File: config.mk
export PLATFORM = sky130hd
export DESIGN_NAME = adc_link_ctrl
export DESIGN_NICKNAME = d
export VERILOG_FILES = /design/src/rtl/adc_link_pkg.sv /design/src/rtl/adc_rst_sync.sv /design/src/rtl/adc_sclk_gen.sv /design/src/rtl/adc_sel_dec.sv /design/src/rtl/adc_xfer_fsm.sv /design/src/rtl/adc_link_ctrl.sv
export SDC_FILE = /design/constraint.sdc
export NUM_CORES = 1
export LEC_CHECK = 0
export BUFFER_PORTS_ARGS = -buffer_cell sky130_fd_sc_hd__buf_2
export CAP_MARGIN = 25
export CORE_MARGIN = 2
export CORE_UTILIZATION = 40
export CTS_CLUSTER_SIZE = 16
export DETAILED_ROUTE_END_ITERATION = 7
export GPL_ROUTABILITY_DRIVEN = 0
export PLACE_DENSITY = 0.59
export SLEW_MARGIN = 0
export SYNTH_ARGS = -nofsm -noshare
export SYNTH_HDL_FRONTEND = slang
export SYNTH_SLANG_ARGS = --single-unit
export TNS_END_PERCENT = 10
File: constraint.sdc
create_clock -name clk -period 2 [get_ports clk]
set_input_delay 0.3 -clock clk [delete_from_list [all_inputs] [get_ports clk]]
set_output_delay 0.3 -clock clk [all_outputs]
set_load 0.05 [all_outputs]
File: src/rtl/adc_link_pkg.sv
package adc_link_pkg;

  // Transaction phases: idle, sending setup word, receiving result.
  typedef enum logic [1:0] {
    ST_IDLE = 2'd0,
    ST_CFG  = 2'd1,
    ST_RES  = 2'd2
  } xfer_st_e;

  // Setup word; the first member is the MSB and leaves the block first.
  typedef struct packed {
    logic       mark;
    logic       sgl;
    logic       odd;
    logic [1:0] chan;
    logic       uni;
    logic       msb_first;
    logic       stay_on;
  } cfg_word_t;

  localparam int CFG_BITS = $bits(cfg_word_t);

endpackage

File: src/rtl/adc_rst_sync.sv
module adc_rst_sync (
  input  logic clk,
  input  logic rst_n,
  output logic rst_n_sync
);

  logic [1:0] sync_q;

  always_ff @(posedge clk or negedge rst_n) begin
    if (!rst_n) begin
      sync_q <= 2'b00;
    end else begin
      sync_q <= {sync_q[0], 1'b1};
    end
  end

  assign rst_n_sync = sync_q[1];

endmodule

File: src/rtl/adc_sclk_gen.sv
// Half-period divider; HALF_DIV must be at least 2.
module adc_sclk_gen #(
  parameter int HALF_DIV = 2
) (
  input  logic clk,
  input  logic rst_n,
  input  logic run,
  output logic sclk,
  output logic rise_now,
  output logic fall_now
);

  localparam int CW = (HALF_DIV > 1) ? $clog2(HALF_DIV) : 1;
  localparam logic [CW-1:0] LAST = CW'(HALF_DIV - 1);

  logic [CW-1:0] cnt_q, cnt_d;
  logic          sclk_q, sclk_d;
  logic          tick;
  logic          cnt_en;

  always_comb begin
    tick   = run && (cnt_q == LAST);
    cnt_en = 1'b1;
    cnt_d  = cnt_q;
    sclk_d = sclk_q;
    if (!run) begin
      cnt_d  = '0;
      sclk_d = 1'b0;
    end else if (tick) begin
      cnt_d  = '0;
      sclk_d = ~sclk_q;
    end else begin
      cnt_d  = cnt_q + 1'b1;
    end
  end

  always_ff @(posedge clk or negedge rst_n) begin
    if (!rst_n) begin
      cnt_q  <= '0;
      sclk_q <= 1'b0;
    end else if (cnt_en) begin
      cnt_q  <= cnt_d;
      sclk_q <= sclk_d;
    end
  end

  assign sclk     = sclk_q;
  assign rise_now = tick & ~sclk_q;
  assign fall_now = tick & sclk_q;

  AST_SCLK_STEADY: assert property (@(posedge clk) disable iff (!rst_n)
    (run && !tick) |=> $stable(sclk_q));

endmodule

File: src/rtl/adc_sel_dec.sv
module adc_sel_dec #(
  parameter int N_DEV = 4,
  parameter int DEV_W = 2
) (
  input  logic             clk,
  input  logic             rst_n,
  input  logic             act_nx,
  input  logic [DEV_W-1:0] idx_nx,
  output logic [N_DEV-1:0] sel_n
);

  logic [N_DEV-1:0] sel_n_q, sel_n_d;
  logic             sel_en;

  assign sel_en = 1'b1;

  for (genvar g = 0; g < N_DEV; g++) begin : g_line
    assign sel_n_d[g] = ~(act_nx && (idx_nx == DEV_W'(g)));
  end

  always_ff @(posedge clk or negedge rst_n) begin
    if (!rst_n) begin
      sel_n_q <= '1;
    end else if (sel_en) begin
      sel_n_q <= sel_n_d;
    end
  end

  assign sel_n = sel_n_q;

  AST_SINGLE_SELECT: assert property (@(posedge clk) disable iff (!rst_n)
    $countones(~sel_n_q) <= 1);

endmodule

File: src/rtl/adc_xfer_fsm.sv
module adc_xfer_fsm
  import adc_link_pkg::*;
#(
  parameter int CFG_W = 8,
  parameter int RES_W = 12,
  parameter int DEV_W = 2
) (
  input  logic             clk,
  input  logic             rst_n,
  input  logic             start,
  input  logic [CFG_W-1:0] cfg_in,
  input  logic [DEV_W-1:0] dev_in,
  input  logic             rise_now,
  input  logic             fall_now,
  input  logic             sdio_in,
  output logic             busy,
  output logic             busy_nx,
  output logic [DEV_W-1:0] dev_nx,
  output logic             done,
  output logic [RES_W-1:0] result,
  output logic             sdio_out,
  output logic             sdio_oe
);

  localparam int N_EDGE = CFG_W + RES_W;
  localparam int RCW    = $clog2(N_EDGE + 1);
  localparam logic [RCW-1:0] CFG_END = RCW'(CFG_W);
  localparam logic [RCW-1:0] RES_END = RCW'(N_EDGE);

  xfer_st_e         st_q, st_d;
  logic [RCW-1:0]   rcnt_q, rcnt_d;
  logic             oe_q, oe_d;
  logic             done_q, done_d;
  logic [CFG_W-1:0] cw_q;
  logic [RES_W-1:0] rx_q, res_q;
  logic [DEV_W-1:0] dev_q;
  logic             cw_ld, cw_sh, rx_sh, res_ld;

  // Next-state and enables.
  always_comb begin
    st_d   = st_q;
    rcnt_d = rcnt_q;
    oe_d   = oe_q;
    done_d = 1'b0;
    cw_ld  = 1'b0;
    cw_sh  = 1'b0;
    rx_sh  = 1'b0;
    res_ld = 1'b0;
    unique case (st_q)
      ST_IDLE: begin
        if (start) begin
          st_d   = ST_CFG;
          rcnt_d = '0;
          oe_d   = 1'b1;
          cw_ld  = 1'b1;
        end
      end
      ST_CFG: begin
        if (rise_now) begin
          rcnt_d = rcnt_q + 1'b1;
        end
        // Let go of the line one clock after the last setup bit is latched.
        if (oe_q && (rcnt_q == CFG_END)) begin
          oe_d = 1'b0;
        end
        if (fall_now) begin
          if (rcnt_q == CFG_END) begin
            st_d = ST_RES;
          end else begin
            cw_sh = 1'b1;
          end
        end
      end
      ST_RES: begin
        if (rise_now) begin
          rcnt_d = rcnt_q + 1'b1;
          rx_sh  = 1'b1;
        end
        if (fall_now && (rcnt_q == RES_END)) begin
          st_d   = ST_IDLE;
          done_d = 1'b1;
          res_ld = 1'b1;
        end
      end
      default: begin
        st_d = ST_IDLE;
      end
    endcase
  end

  // Control registers.
  always_ff @(posedge clk or negedge rst_n) begin
    if (!rst_n) begin
      st_q   <= ST_IDLE;
      rcnt_q <= '0;
      oe_q   <= 1'b0;
      done_q <= 1'b0;
    end else begin
      st_q   <= st_d;
      rcnt_q <= rcnt_d;
      oe_q   <= oe_d;
      done_q <= done_d;
    end
  end

  // Datapath registers with explicit enables.
  always_ff @(posedge clk or negedge rst_n) begin
    if (!rst_n) begin
      cw_q  <= '0;
      dev_q <= '0;
    end else if (cw_ld) begin
      cw_q  <= cfg_in;
      dev_q <= dev_in;
    end else if (cw_sh) begin
      cw_q  <= {cw_q[CFG_W-2:0], 1'b0};
    end
  end

  always_ff @(posedge clk or negedge rst_n) begin
    if (!rst_n) begin
      rx_q <= '0;
    end else if (rx_sh) begin
      rx_q <= {rx_q[RES_W-2:0], sdio_in};
    end
  end

  always_ff @(posedge clk or negedge rst_n) begin
    if (!rst_n) begin
      res_q <= '0;
    end else if (res_ld) begin
      res_q <= rx_q;
    end
  end

  assign busy     = (st_q != ST_IDLE);
  assign busy_nx  = (st_d != ST_IDLE);
  assign dev_nx   = cw_ld ? dev_in : dev_q;
  assign done     = done_q;
  assign result   = res_q;
  assign sdio_oe  = oe_q;
  assign sdio_out = oe_q & cw_q[CFG_W-1];

  AST_CFG_DRIVEN_AT_RISE: assert property (@(posedge clk) disable iff (!rst_n)
    (rise_now && (st_q == ST_CFG)) |-> oe_q);

  AST_RELEASE_BEFORE_FALL8: assert property (@(posedge clk) disable iff (!rst_n)
    (fall_now && (st_q == ST_CFG) && (rcnt_q == CFG_END)) |-> !oe_q);

  AST_NO_DRIVE_IN_RESULT: assert property (@(posedge clk) disable iff (!rst_n)
    (st_q == ST_RES) |-> !oe_q);

  AST_DONE_PULSE: assert property (@(posedge clk) disable iff (!rst_n)
    done_q |=> !done_q);

endmodule

File: src/rtl/adc_link_ctrl.sv
module adc_link_ctrl
  import adc_link_pkg::*;
#(
  parameter int   HALF_DIV  = 2,
  parameter int   N_DEV     = 4,
  parameter int   RES_W     = 12,
  parameter logic ORDER_MSB = 1'b1,
  parameter logic STAY_ON   = 1'b1,
  localparam int  DEV_W     = (N_DEV > 1) ? $clog2(N_DEV) : 1
) (
  input  logic             clk,
  input  logic             rst_n,
  input  logic             start,
  input  logic [DEV_W-1:0] dev_sel,
  input  logic [1:0]       chan,
  input  logic             sgl_ended,
  input  logic             odd_sign,
  input  logic             unipolar,
  output logic             busy,
  output logic             done,
  output logic [RES_W-1:0] result,
  output logic [7:0]       result_hi,
  output logic [7:0]       result_lo,
  output logic             sclk,
  output logic [N_DEV-1:0] cs_n,
  output logic             sdio_out,
  output logic             sdio_oe,
  input  logic             sdio_in
);

  logic             rst_q;
  cfg_word_t        cfg_w;
  logic             rise_now, fall_now;
  logic             busy_nx;
  logic [DEV_W-1:0] dev_nx;

  adc_rst_sync i_rst (
    .clk        (clk),
    .rst_n      (rst_n),
    .rst_n_sync (rst_q)
  );

  always_comb begin
    cfg_w.mark      = 1'b1;
    cfg_w.sgl       = sgl_ended;
    cfg_w.odd       = odd_sign;
    cfg_w.chan      = chan;
    cfg_w.uni       = unipolar;
    cfg_w.msb_first = ORDER_MSB;
    cfg_w.stay_on   = STAY_ON;
  end

  adc_sclk_gen #(.HALF_DIV(HALF_DIV)) i_sclk (
    .clk      (clk),
    .rst_n    (rst_q),
    .run      (busy),
    .sclk     (sclk),
    .rise_now (rise_now),
    .fall_now (fall_now)
  );

  adc_xfer_fsm #(.CFG_W(CFG_BITS), .RES_W(RES_W), .DEV_W(DEV_W)) i_fsm (
    .clk      (clk),
    .rst_n    (rst_q),
    .start    (start),
    .cfg_in   (cfg_w),
    .dev_in   (dev_sel),
    .rise_now (rise_now),
    .fall_now (fall_now),
    .sdio_in  (sdio_in),
    .busy     (busy),
    .busy_nx  (busy_nx),
    .dev_nx   (dev_nx),
    .done     (done),
    .result   (result),
    .sdio_out (sdio_out),
    .sdio_oe  (sdio_oe)
  );

  adc_sel_dec #(.N_DEV(N_DEV), .DEV_W(DEV_W)) i_sel (
    .clk    (clk),
    .rst_n  (rst_q),
    .act_nx (busy_nx),
    .idx_nx (dev_nx),
    .sel_n  (cs_n)
  );

  assign result_hi = result[RES_W-1 -: 8];
  assign result_lo = {result[RES_W-9:0], {(16-RES_W){1'b0}}};

  AST_SCLK_IDLE_LOW: assert property (@(posedge clk) disable iff (!rst_q)
    (&cs_n) |-> !sclk);

  AST_SEL_HELD: assert property (@(posedge clk) disable iff (!rst_q)
    busy |=> (done || $stable(cs_n)));

  AST_SEL_MATCHES_BUSY: assert property (@(posedge clk) disable iff (!rst_q)
    busy |-> !(&cs_n));

endmodule

==> results of run 1 <==
-- sequential cells by signal, summed over array words and instances, names as in the netlist --
signal         cells
i_sclk.sclk        1
i_sel.sel_n        4
i_fsm.sdio_oe      1
i_fsm.done         1
i_fsm.rcnt_q       5
i_fsm.dev_q        2
i_sclk.cnt_q       1
i_fsm.rx_q        12
i_rst.sync_q       2
i_fsm.result      12
i_fsm.st_q         2
i_fsm.cw_q         8
-- layer usage --
layer	routed length (µm)	vias up	GRT usage, %
met5	0	-	0
met4	15	0	4.07
met3	198	2	4.04
met2	1700	35	20.6
met1	1830	684	16.4
li1	-	691	-
-- worst max path at each step --
stage                             endpoint  slack [ns]           from  depth (start not counted)
final                                 busy        0.20  i_fsm.st_q[0]                          4
after global routing       i_fsm.result[4]         0.1  i_fsm.st_q[0]                          7
after CTS                             busy         0.1  i_fsm.st_q[0]                          4
after detailed placement   i_fsm.result[5]        0.12  i_fsm.st_q[0]                          7
after global placement    i_fsm.result[10]        0.16  i_fsm.st_q[0]                          7
after floorplan           i_fsm.result[10]        0.16  i_fsm.st_q[0]                          8
-- power breakdown --
| group | leakage, nW | switching, W | internal (W) |
|---|---|---|---|
| clock | 0.0612 | 0.000315 | 0.000405 |
| combinational | 0.691 | 0.000658 | 0.000415 |
| sequential | 0.652 | 0.000159 | 0.00125 |
-- critical path: stages, from the launching register on --
cell	delay, ns
dfrtp_1	0.41
inv_1	0.14
ha_2	0.31
inv_1	0.12
buf_2	0.23
-- per-stage QoR --
step / setup WS (ns) / utilization, % / cell area [µm²]
after floorplan: 0.161 / - / 2340
after global placement: 0.159 / 46.5 / 2590
after detailed placement: 0.123 / 46.5 / 2590
after CTS: 0.0990 / 48.8 / 2720
after global routing: 0.0997 / 48.8 / 2720
final: 0.203 / 48.8 / 2720
-- what timing repair did --
action	4_1_cts	5_1_grt
endpoints found under the hold margin	2	0
endpoints found under the setup margin	0	11
gates resized for setup	0	1
hold buffers	1	0
-- cell type report --
class | instances | area [µm²]
Clock buffer | 6 | 82.6
Inverter | 8 | 30.0
Timing Repair Buffer | 51 | 315
Sequential cell | 51 | 1280
Fill cell | 540 | 2850
Multi-Input combinational cell | 106 | 887
Clock inverter | 2 | 35.0
Tap cell | 72 | 90.1
-- kinds of logic after synthesis --
group / count (synthesis)
buffers and inverters: 30
AOI/OAI and AO/OA: 26
DFF: 51
other: 2
and+or+nand+nor: 37
muxes: 28
xor gates and xnor gates: 4
adders and majority gates: 6
-- layout by cell type, fill, tap and decap left out, drive strengths merged, types with 2 or more instances in the layout --
cell / Yosys / routed
a21o: 4 / 4
a22o: 3 / 3
and2: 2 / 2
and3b: 2 / 2
and4bb: 2 / 2
buf: 21 / 50
clkbuf: 1 / 6
conb: 2 / 5
dfrtp: 47 / 47
dfstp: 4 / 4
ha: 6 / 6
inv: 8 / 8
mux2: 27 / 27
nand2: 5 / 5
nand3b: 2 / 2
nor2: 15 / 15
nor2b: 3 / 3
o2111ai: 2 / 2
o21ai: 8 / 8
o31ai: 2 / 2
xor2: 3 / 3
==> results.sh, run 1 <==
export IMPL_synth_async_reset_ratio_pct=100
export IMPL_layout_cells_non_filler=296
export IMPL_insertedDiodeCount=0
export IMPL_slew_viol_final=0
export IMPL_synth_compound_gate_area_share_pct=9.12
export IMPL_vias=1412
export IMPL_setup_violations=0
export IMPL_portBuffers=43
export IMPL_report_final_hold_viol_count=0
export IMPL_synth_ff_type="dfrtp_1"
export IMPL_wl_mm=3.74
export IMPL_muxShareOfSynthArea_pct=13.5
export IMPL_die_height_um=80.4
export IMPL_rrSetupSlack_ns=0.21
export IMPL_rsz0062_at_grt="false"
export IMPL_holdWs_ns=0.223
export IMPL_cts_tree="done"
export IMPL_end_kind="primary output"
export IMPL_grt_overflow=0
export IMPL_drive_gt1_share_pct=44.2
export IMPL_clock_path_buffers=2
export IMPL_num_nets_final=240
export IMPL_leakagePower_nw=1.40
export IMPL_crit_fanout=11
export IMPL_num_rows=27
export IMPL_ios=48
export IMPL_firstDrtPassIters=4
export IMPL_worstPathRequired_ns=1.70
export IMPL_syn_instance_count=184
export IMPL_yosys_top_cells_count="47 x dfrtp_1, 27 x mux2_2, 16 x buf_4, 15 x nor2_1, 8 x inv_1"
export IMPL_timing_rr_end="i_fsm.result[4]"
export IMPL_synth_top_family_by_area="multiplexers"
export IMPL_reg2reg_depth=7
export IMPL_clk_latency_ns=0.29
export IMPL_peakVddDrop_v=0.000586
export IMPL_synth_top_area_share_pct=50.4
export IMPL_synth_xor_area_share_pct=1.50
export IMPL_timing_setup_tns_ns=0
export IMPL_yosys_top_cells_area="dfrtp_1 50%, mux2_2 13%, buf_4 5.1%, dfstp_2 4.5%, ha_1 3.2%"
export IMPL_grt_max_degree=31
export IMPL_syn_area_per_cell_um2=12.7
export IMPL_synth_largest_area_cell="dfrtp_1"
export IMPL_start_util_pct=41.9
export IMPL_antenna_found_initial=0
export IMPL_ys_ff_latch=51
export IMPL_total_power_w=0.00320
export IMPL_cp_data_arrival_time_ns=1.50
export IMPL_cts_buffers=5
export IMPL_p_per_area_nw_per_um2=1180
export IMPL_yosys_warnings=0
export IMPL_startpoint_type="flip-flop"
export IMPL_post_cts_buffers=0
export IMPL_synth_edf_count=0
export IMPL_netlist_area_um2=2330
export IMPL_clock_sinks=51
export IMPL_core_area_um2=5570
export IMPL_hold_class="reg -> async"
export IMPL_drt_vias_per_instance=4.77
export IMPL_yosys_area_share_simple_pct=9.81
export IMPL_fmax_mhz=556
export IMPL_yosysSeqAreaShare_pct=54.9
export IMPL_regToRegStartpoint="i_fsm.st_q[0]"
export IMPL_drc=0
export IMPL_cts_root_buf="clkbuf_8"
export IMPL_first_iter_violations=54
export IMPL_ys_types=40
export IMPL_period_needed_ns=1.80
export IMPL_maxCapViolCount=0
export IMPL_dp_hpwl_mm=2.72
export IMPL_die_w_um=80.4
export IMPL_finalCritPeriodShare_pct=89.9
export IMPL_wl_per_cell_um=12.6
export IMPL_dp_cells=287
export IMPL_clk_pin_slew_ns=0.09
export IMPL_synth_most_common_cell="dfrtp_1"
export IMPL_critPathKind="reg -> out"
export IMPL_ant_nets=0
export IMPL_area_growth_pct=16.7
export IMPL_status="finished clean"
export IMPL_grt_pass1_vias=1381
export IMPL_fin_worst_skew_ns=0.00307
export IMPL_yosys_area_share_adder_pct=3.22
export IMPL_htreeDepth=2
export IMPL_grt_pass1_wl_mm=6.38
export IMPL_grt_total_usage_pct=12.8
export IMPL_die_area_um2=6460
No activity file was read; power rests on OpenSTA's default activity.
==> inputs of run 2 (changes only) <==
Settings changed: ABC_CLOCK_PERIOD_IN_PS set to 2000, CORE_UTILIZATION 40 to 45, PLACE_DENSITY 0.59 to 0.66.
==> run 2 against run 1 <==
Against the previous run:
- largest cell class unchanged
- clock power fell by 22%
- maximum frequency fell by 3.7%
- highest routed layer unchanged
- via count rose by 1.3%
- flip-flop and latch count did not move
- cell area fell by 1.8%
- sequential share of layout area rose by 0.88 points
- final cell count fell by 0.68%
- combinational power barely moved
- die area fell by 11%
==> results.sh, run 2 (synthesis results as in run 1) <==
export IMPL_status="finished clean"
export IMPL_cp_data_arrival_time_ns=1.57
export IMPL_multi_input_comb_area_um2=885
export IMPL_worst_path_buf_inv=3
export IMPL_cp_depth=4
export IMPL_p_int_w=0.00189
export IMPL_postCtsResizedCells=0
export IMPL_post_cts_buffers=0
export IMPL_vias=1430
export IMPL_cts_root_buf="clkbuf_8"
export IMPL_grt_overflow=0
export IMPL_portBuffers=43
export IMPL_leakagePower_nw=1.38
export IMPL_critPathKind="reg -> out"
export IMPL_fin_ws_ns=0.133
export IMPL_die_area_um2=5780
export IMPL_fin_worst_skew_ns=0.00911
export IMPL_wl_per_cell_um=12.4
export IMPL_tightest_slew_ns=0.560
export IMPL_wl_mm=3.65
export IMPL_area_growth_pct=14.5
export IMPL_critPathTopFamily="buffers and inverters"
export IMPL_timing_setup_tns_ns=0
export IMPL_finalCritPeriodShare_pct=93.3
export IMPL_start_util_pct=46.3
export IMPL_maxCapViolCount=0
export IMPL_peakVddDrop_v=0.000696
export IMPL_cts_buffers=5
export IMPL_drive_gt1_share_pct=43.3
export IMPL_path_cells="inv_1, ha_1, inv_1, buf_2"
export IMPL_core_area_um2=5040
export IMPL_first_iter_violations=55
export IMPL_fmax_mhz=536
export IMPL_startpoint_type="flip-flop"
export IMPL_cts_tree="done"
export IMPL_post_place_ws_ns=0.139
export IMPL_clk_latency_ns=0.30
export IMPL_clkPwrFrac_pct=18.6
export IMPL_cpPeakStageDelay_ns=0.41
export IMPL_final_cell_mix="46 x dfrtp_1, 43 x buf_2, 27 x mux2_2"
export IMPL_insertedDiodeCount=0
export IMPL_switching_share_pct=37.0
export IMPL_htreeDepth=2
export IMPL_drc=0
export IMPL_hold_class="in -> reg"
export IMPL_num_rows=26
export IMPL_ant_nets=0
export IMPL_num_fill_cells=449
export IMPL_dp_hpwl_mm=2.70
export IMPL_final_common_cell="dfrtp_1"
export IMPL_clock_path_buffers=2
export IMPL_end_kind="primary output"
export IMPL_clock_sinks=51
export IMPL_slew_viol_final=0
export IMPL_period_needed_ns=1.87
export IMPL_p_per_area_nw_per_um2=1130
export IMPL_setup_violations=0
export IMPL_grt_total_usage_pct=13.6
export IMPL_grt_pass1_wl_mm=6.31
export IMPL_slew_limit_headroom_pct=62.7
export IMPL_worstPathRequired_ns=1.70
export IMPL_clk_pin_slew_ns=0.08
export IMPL_rsz0062_at_grt="false"
export IMPL_num_nets_final=240
export IMPL_die_height_um=76.0
export IMPL_drt_vias_per_instance=4.86
export IMPL_grt_max_degree=27
export IMPL_register_area_um2=1280
export IMPL_hold_path_cell_count=2
export IMPL_die_w_um=76.0
export IMPL_report_final_hold_viol_count=0
export IMPL_crit_slowest_cell="dfrtp_1"
export IMPL_comb_power_share_pct=34.8
export IMPL_grt_pass1_vias=1346
export IMPL_reg2reg_depth=7
export IMPL_ios=48
export IMPL_antenna_found_initial=0
export IMPL_crit_top_cell="inv_1"
export IMPL_crit_fanout=11
export IMPL_power_switching_w=0.00111
export IMPL_firstDrtPassIters=4
export IMPL_seq_power_share_pct=46.5
[run 2: cell types whose count changed in the layout (fill, tap and decap cells not counted), sizes merged]
cell      before  now
clkinvlp       0    1
bufinv         1    0
[run 2: per-layer routing]
metal	vias to the layer above	share of wire, %	global-route usage (%)
met4	0	1.4	4.91
met1	693	46	18.2
met5	-	0	0
met2	38	47	21.1
met3	7	5.4	4.27
li1	692	-	-
[run 2: repair_timing]
item | 4_1_cts | 5_1_grt
hold buffers | 1 | 0
endpoints found under the setup margin | 0 | 0
endpoints found under the hold margin | 2 | 0
[run 2: layout make-up]
class	count	share of cell area [%]
Inverter	8	1.12
Clock buffer	6	2.72
Multi-Input combinational cell	106	33.1
Clock inverter	2	0.468
Tap cell	70	3.28
Timing Repair Buffer	51	11.3
Sequential cell	51	48.0
[run 2: power by group through the flow]
stage | combinational (W) | sequential [W] | clock (W)
2_1_floorplan | 0.000697 | 0.00157 | 0
3_3_place_gp | 0.00105 | 0.00142 | 0
3_5_place_dp | 0.00105 | 0.00142 | 0
4_1_cts | 0.00106 | 0.00141 | 0.000593
5_1_grt | 0.00115 | 0.00144 | 0.000637
6_report | 0.00105 | 0.00140 | 0.000561
[run 2: final timing paths]
path                            startpoint         endpoint  slack, ns
setup / recovery             i_fsm.st_q[0]             busy       0.13
hold / removal                     sdio_in    i_fsm.rx_q[0]       0.24
setup reg to reg             i_fsm.st_q[0]  i_fsm.result[1]       0.13
hold reg to reg            i_rst.sync_q[1]    i_fsm.rx_q[1]       0.26
max in group asynchronous  i_rst.sync_q[1]   i_sel.sel_n[0]       1.08
min in group asynchronous  i_rst.sync_q[1]    i_fsm.rx_q[1]       0.26
[run 2: per-stage QoR]
step	instances	instance area, µm²	util [%]	hold WS [ns]	power, W
CTS	294	2670	53.0	0.224	0.00306
global route	294	2670	53.0	0.216	0.00322
finish	294	2670	53.0	0.237	0.00301
detailed placement	285	2580	51.1	0.0882	0.00248
global placement	285	2580	51.1	0.0868	0.00247
floorplan	187	2340	-	0.00441	0.00226
[run 2: worst register-to-register path, stage by stage, from the launching register on]
cell	delay, ns
dfrtp_1	0.41
inv_1	0.14
ha_1	0.36
nand3b_4	0.21
nor2_1	0.05
nand2_1	0.10
buf_12	0.15
mux2_2	0.34
==> inputs of run 3 (changes only) <==
Settings changed: RECOVER_POWER set to 50, SLEW_MARGIN 0 to not set.
==> run 3 against run 2 <==
Against the previous run:
- clock skew barely moved
- via count did not move
- critical endpoint unchanged
- worst hold slack did not move
- final cell count did not move
- non-clock buffer count did not move
- maximum frequency did not move
- cell area fell by 0.94%
- combinational power barely moved
- sequential power barely moved
- clock power barely moved
==> results.sh, run 3 (synthesis results as in run 1) <==
export IMPL_slew_viol_final=0
export IMPL_worstPathRequired_ns=1.70
export IMPL_ant_nets=0
export IMPL_wl_per_cell_um=12.4
export IMPL_clock_sinks=51
export IMPL_drive_gt1_share_pct=36.2
export IMPL_timing_rr_end="i_fsm.result[1]"
export IMPL_die_w_um=76.0
export IMPL_fin_ws_ns=0.133
export IMPL_area_growth_pct=13.5
export IMPL_hold_class="in -> reg"
export IMPL_cts_tree="done"
export IMPL_total_power_w=0.00301
export IMPL_fin_area_um2=2650
export IMPL_vias=1430
export IMPL_cts_root_buf="clkbuf_8"
export IMPL_clk_pin_slew_ns=0.08
export IMPL_critPathKind="reg -> out"
export IMPL_grt_total_usage_pct=13.6
export IMPL_rsz0062_at_grt="false"
export IMPL_peakVddDrop_v=0.000696
export IMPL_leakagePower_nw=1.32
export IMPL_status="finished clean"
export IMPL_die_area_um2=5780
export IMPL_grt_pass1_vias=1346
export IMPL_ios=48
export IMPL_antenna_found_initial=0
export IMPL_timing_setup_tns_ns=0
export IMPL_portBuffers=43
export IMPL_crit_fanout=11
export IMPL_firstDrtPassIters=4
export IMPL_drt_vias_per_instance=4.86
export IMPL_final_cell_mix="47 x dfrtp_1, 29 x buf_2, 27 x mux2_2"
export IMPL_maxCapViolCount=0
export IMPL_rrSetupSlack_ns=0.13
export IMPL_first_iter_violations=60
export IMPL_startpoint_type="flip-flop"
export IMPL_report_final_hold_viol_count=0
export IMPL_drc=0
export IMPL_htreeDepth=2
export IMPL_end_kind="primary output"
export IMPL_die_height_um=76.0
export IMPL_hold_path_cell_count=2
export IMPL_setup_violations=0
export IMPL_grt_overflow=0
export IMPL_grt_max_degree=27
export IMPL_clock_path_buffers=2
export IMPL_whs_endpoint="i_fsm.rx_q[0]"
export IMPL_core_area_um2=5040
export IMPL_fmax_mhz=536
export IMPL_finalCritPeriodShare_pct=93.3
export IMPL_period_needed_ns=1.87
export IMPL_num_rows=26
export IMPL_p_per_area_nw_per_um2=1140
export IMPL_hp_start="sdio_in"
export IMPL_wl_mm=3.66
export IMPL_place_area_um2=2580
export IMPL_tightest_slew_ns=1.01
export IMPL_start_util_pct=46.3
export IMPL_cp_data_arrival_time_ns=1.57
export IMPL_regToRegStartpoint="i_fsm.st_q[0]"
export IMPL_clk_latency_ns=0.30
export IMPL_fin_worst_skew_ns=0.00912
export IMPL_post_cts_buffers=0
export IMPL_grt_pass1_wl_mm=6.31
export IMPL_dp_hpwl_mm=2.70
export IMPL_post_place_ws_ns=0.139
export IMPL_slew_limit_headroom_pct=32.7
export IMPL_num_nets_final=240
export IMPL_final_common_cell="dfrtp_1"
export IMPL_cts_buffers=5
export IMPL_reg2reg_depth=7
export IMPL_insertedDiodeCount=0
==> run 3: changes by cell type in the layout (fill, tap and decap cells not counted), sizes merged <==
| cell | change |
|---|---|
| clkbuf | +16 |
| buf | -16 |
==> run 3: final cells by class <==
| cell class | instances | area [µm²] |
|---|---|---|
| flip-flops and latches | 51 | 1280 |
| clock buffers | 6 | 72.6 |
| multi-input cells | 106 | 885 |
| repair buffers | 51 | 279 |
| inverters | 8 | 30.0 |
| fillers | 462 | 2390 |
| clock inverters | 2 | 12.5 |
| well taps | 70 | 87.6 |
==> run 3: worst max-delay path, cell delays in order (launching register included) <==
cell and delay (ns):
dfrtp_1 0.41, inv_1 0.14, ha_1 0.36, inv_1 0.13
buf_2 0.23
==> run 3: worst max-delay path by stage <==
stage / from / endpoint / cells after the start
detailed placement: i_fsm.st_q[0] / i_fsm.result[4] / 7
floorplan: i_fsm.st_q[0] / i_fsm.result[10] / 8
finish: i_fsm.st_q[0] / busy / 4
global route: i_fsm.st_q[0] / i_sel.sel_n[3] / 7
global placement: i_fsm.st_q[0] / i_fsm.result[7] / 7
CTS: i_fsm.st_q[0] / busy / 4
==> run 3: repair_timing <==
action                                  4_1_cts  5_1_grt
resized for setup                             0        0
endpoints found under the setup margin        0        0
hold buffers                                  1        0
endpoints found under the hold margin         2        0
==> run 3: routing by layer <==
| layer | GRT usage (%) | vias up | wire (µm) | part of all wire [%] |
|---|---|---|---|---|
| li1 | - | 692 | - | - |
| met1 | 18.2 | 693 | 1680 | 46 |
| met2 | 21.1 | 38 | 1730 | 47 |
| met3 | 4.27 | 7 | 203 | 5.5 |
| met4 | 4.91 | 0 | 51 | 1.4 |
| met5 | 0 | - | 0 | 0 |
==> run 3: metrics by stage <==
step / hold slack (ns) / cells / util [%]
final: 0.237 / 294 / 52.5
after global routing: 0.216 / 294 / 52.5
after floorplan: 0.00441 / 187 / -
after CTS: 0.224 / 294 / 53.0
after global placement: 0.0868 / 285 / 51.1
after detailed placement: 0.0882 / 285 / 51.1
==> run 3: where the power goes <==
part | internal (W) | leakage [nW] | switching, W | total, W
sequential | 0.00125 | 0.653 | 0.000152 | 0.00140
combinational | 0.000401 | 0.623 | 0.000647 | 0.00105
clock | 0.000245 | 0.0412 | 0.000316 | 0.000561
total | 0.00189 | 1.32 | 0.00111 | 0.00301
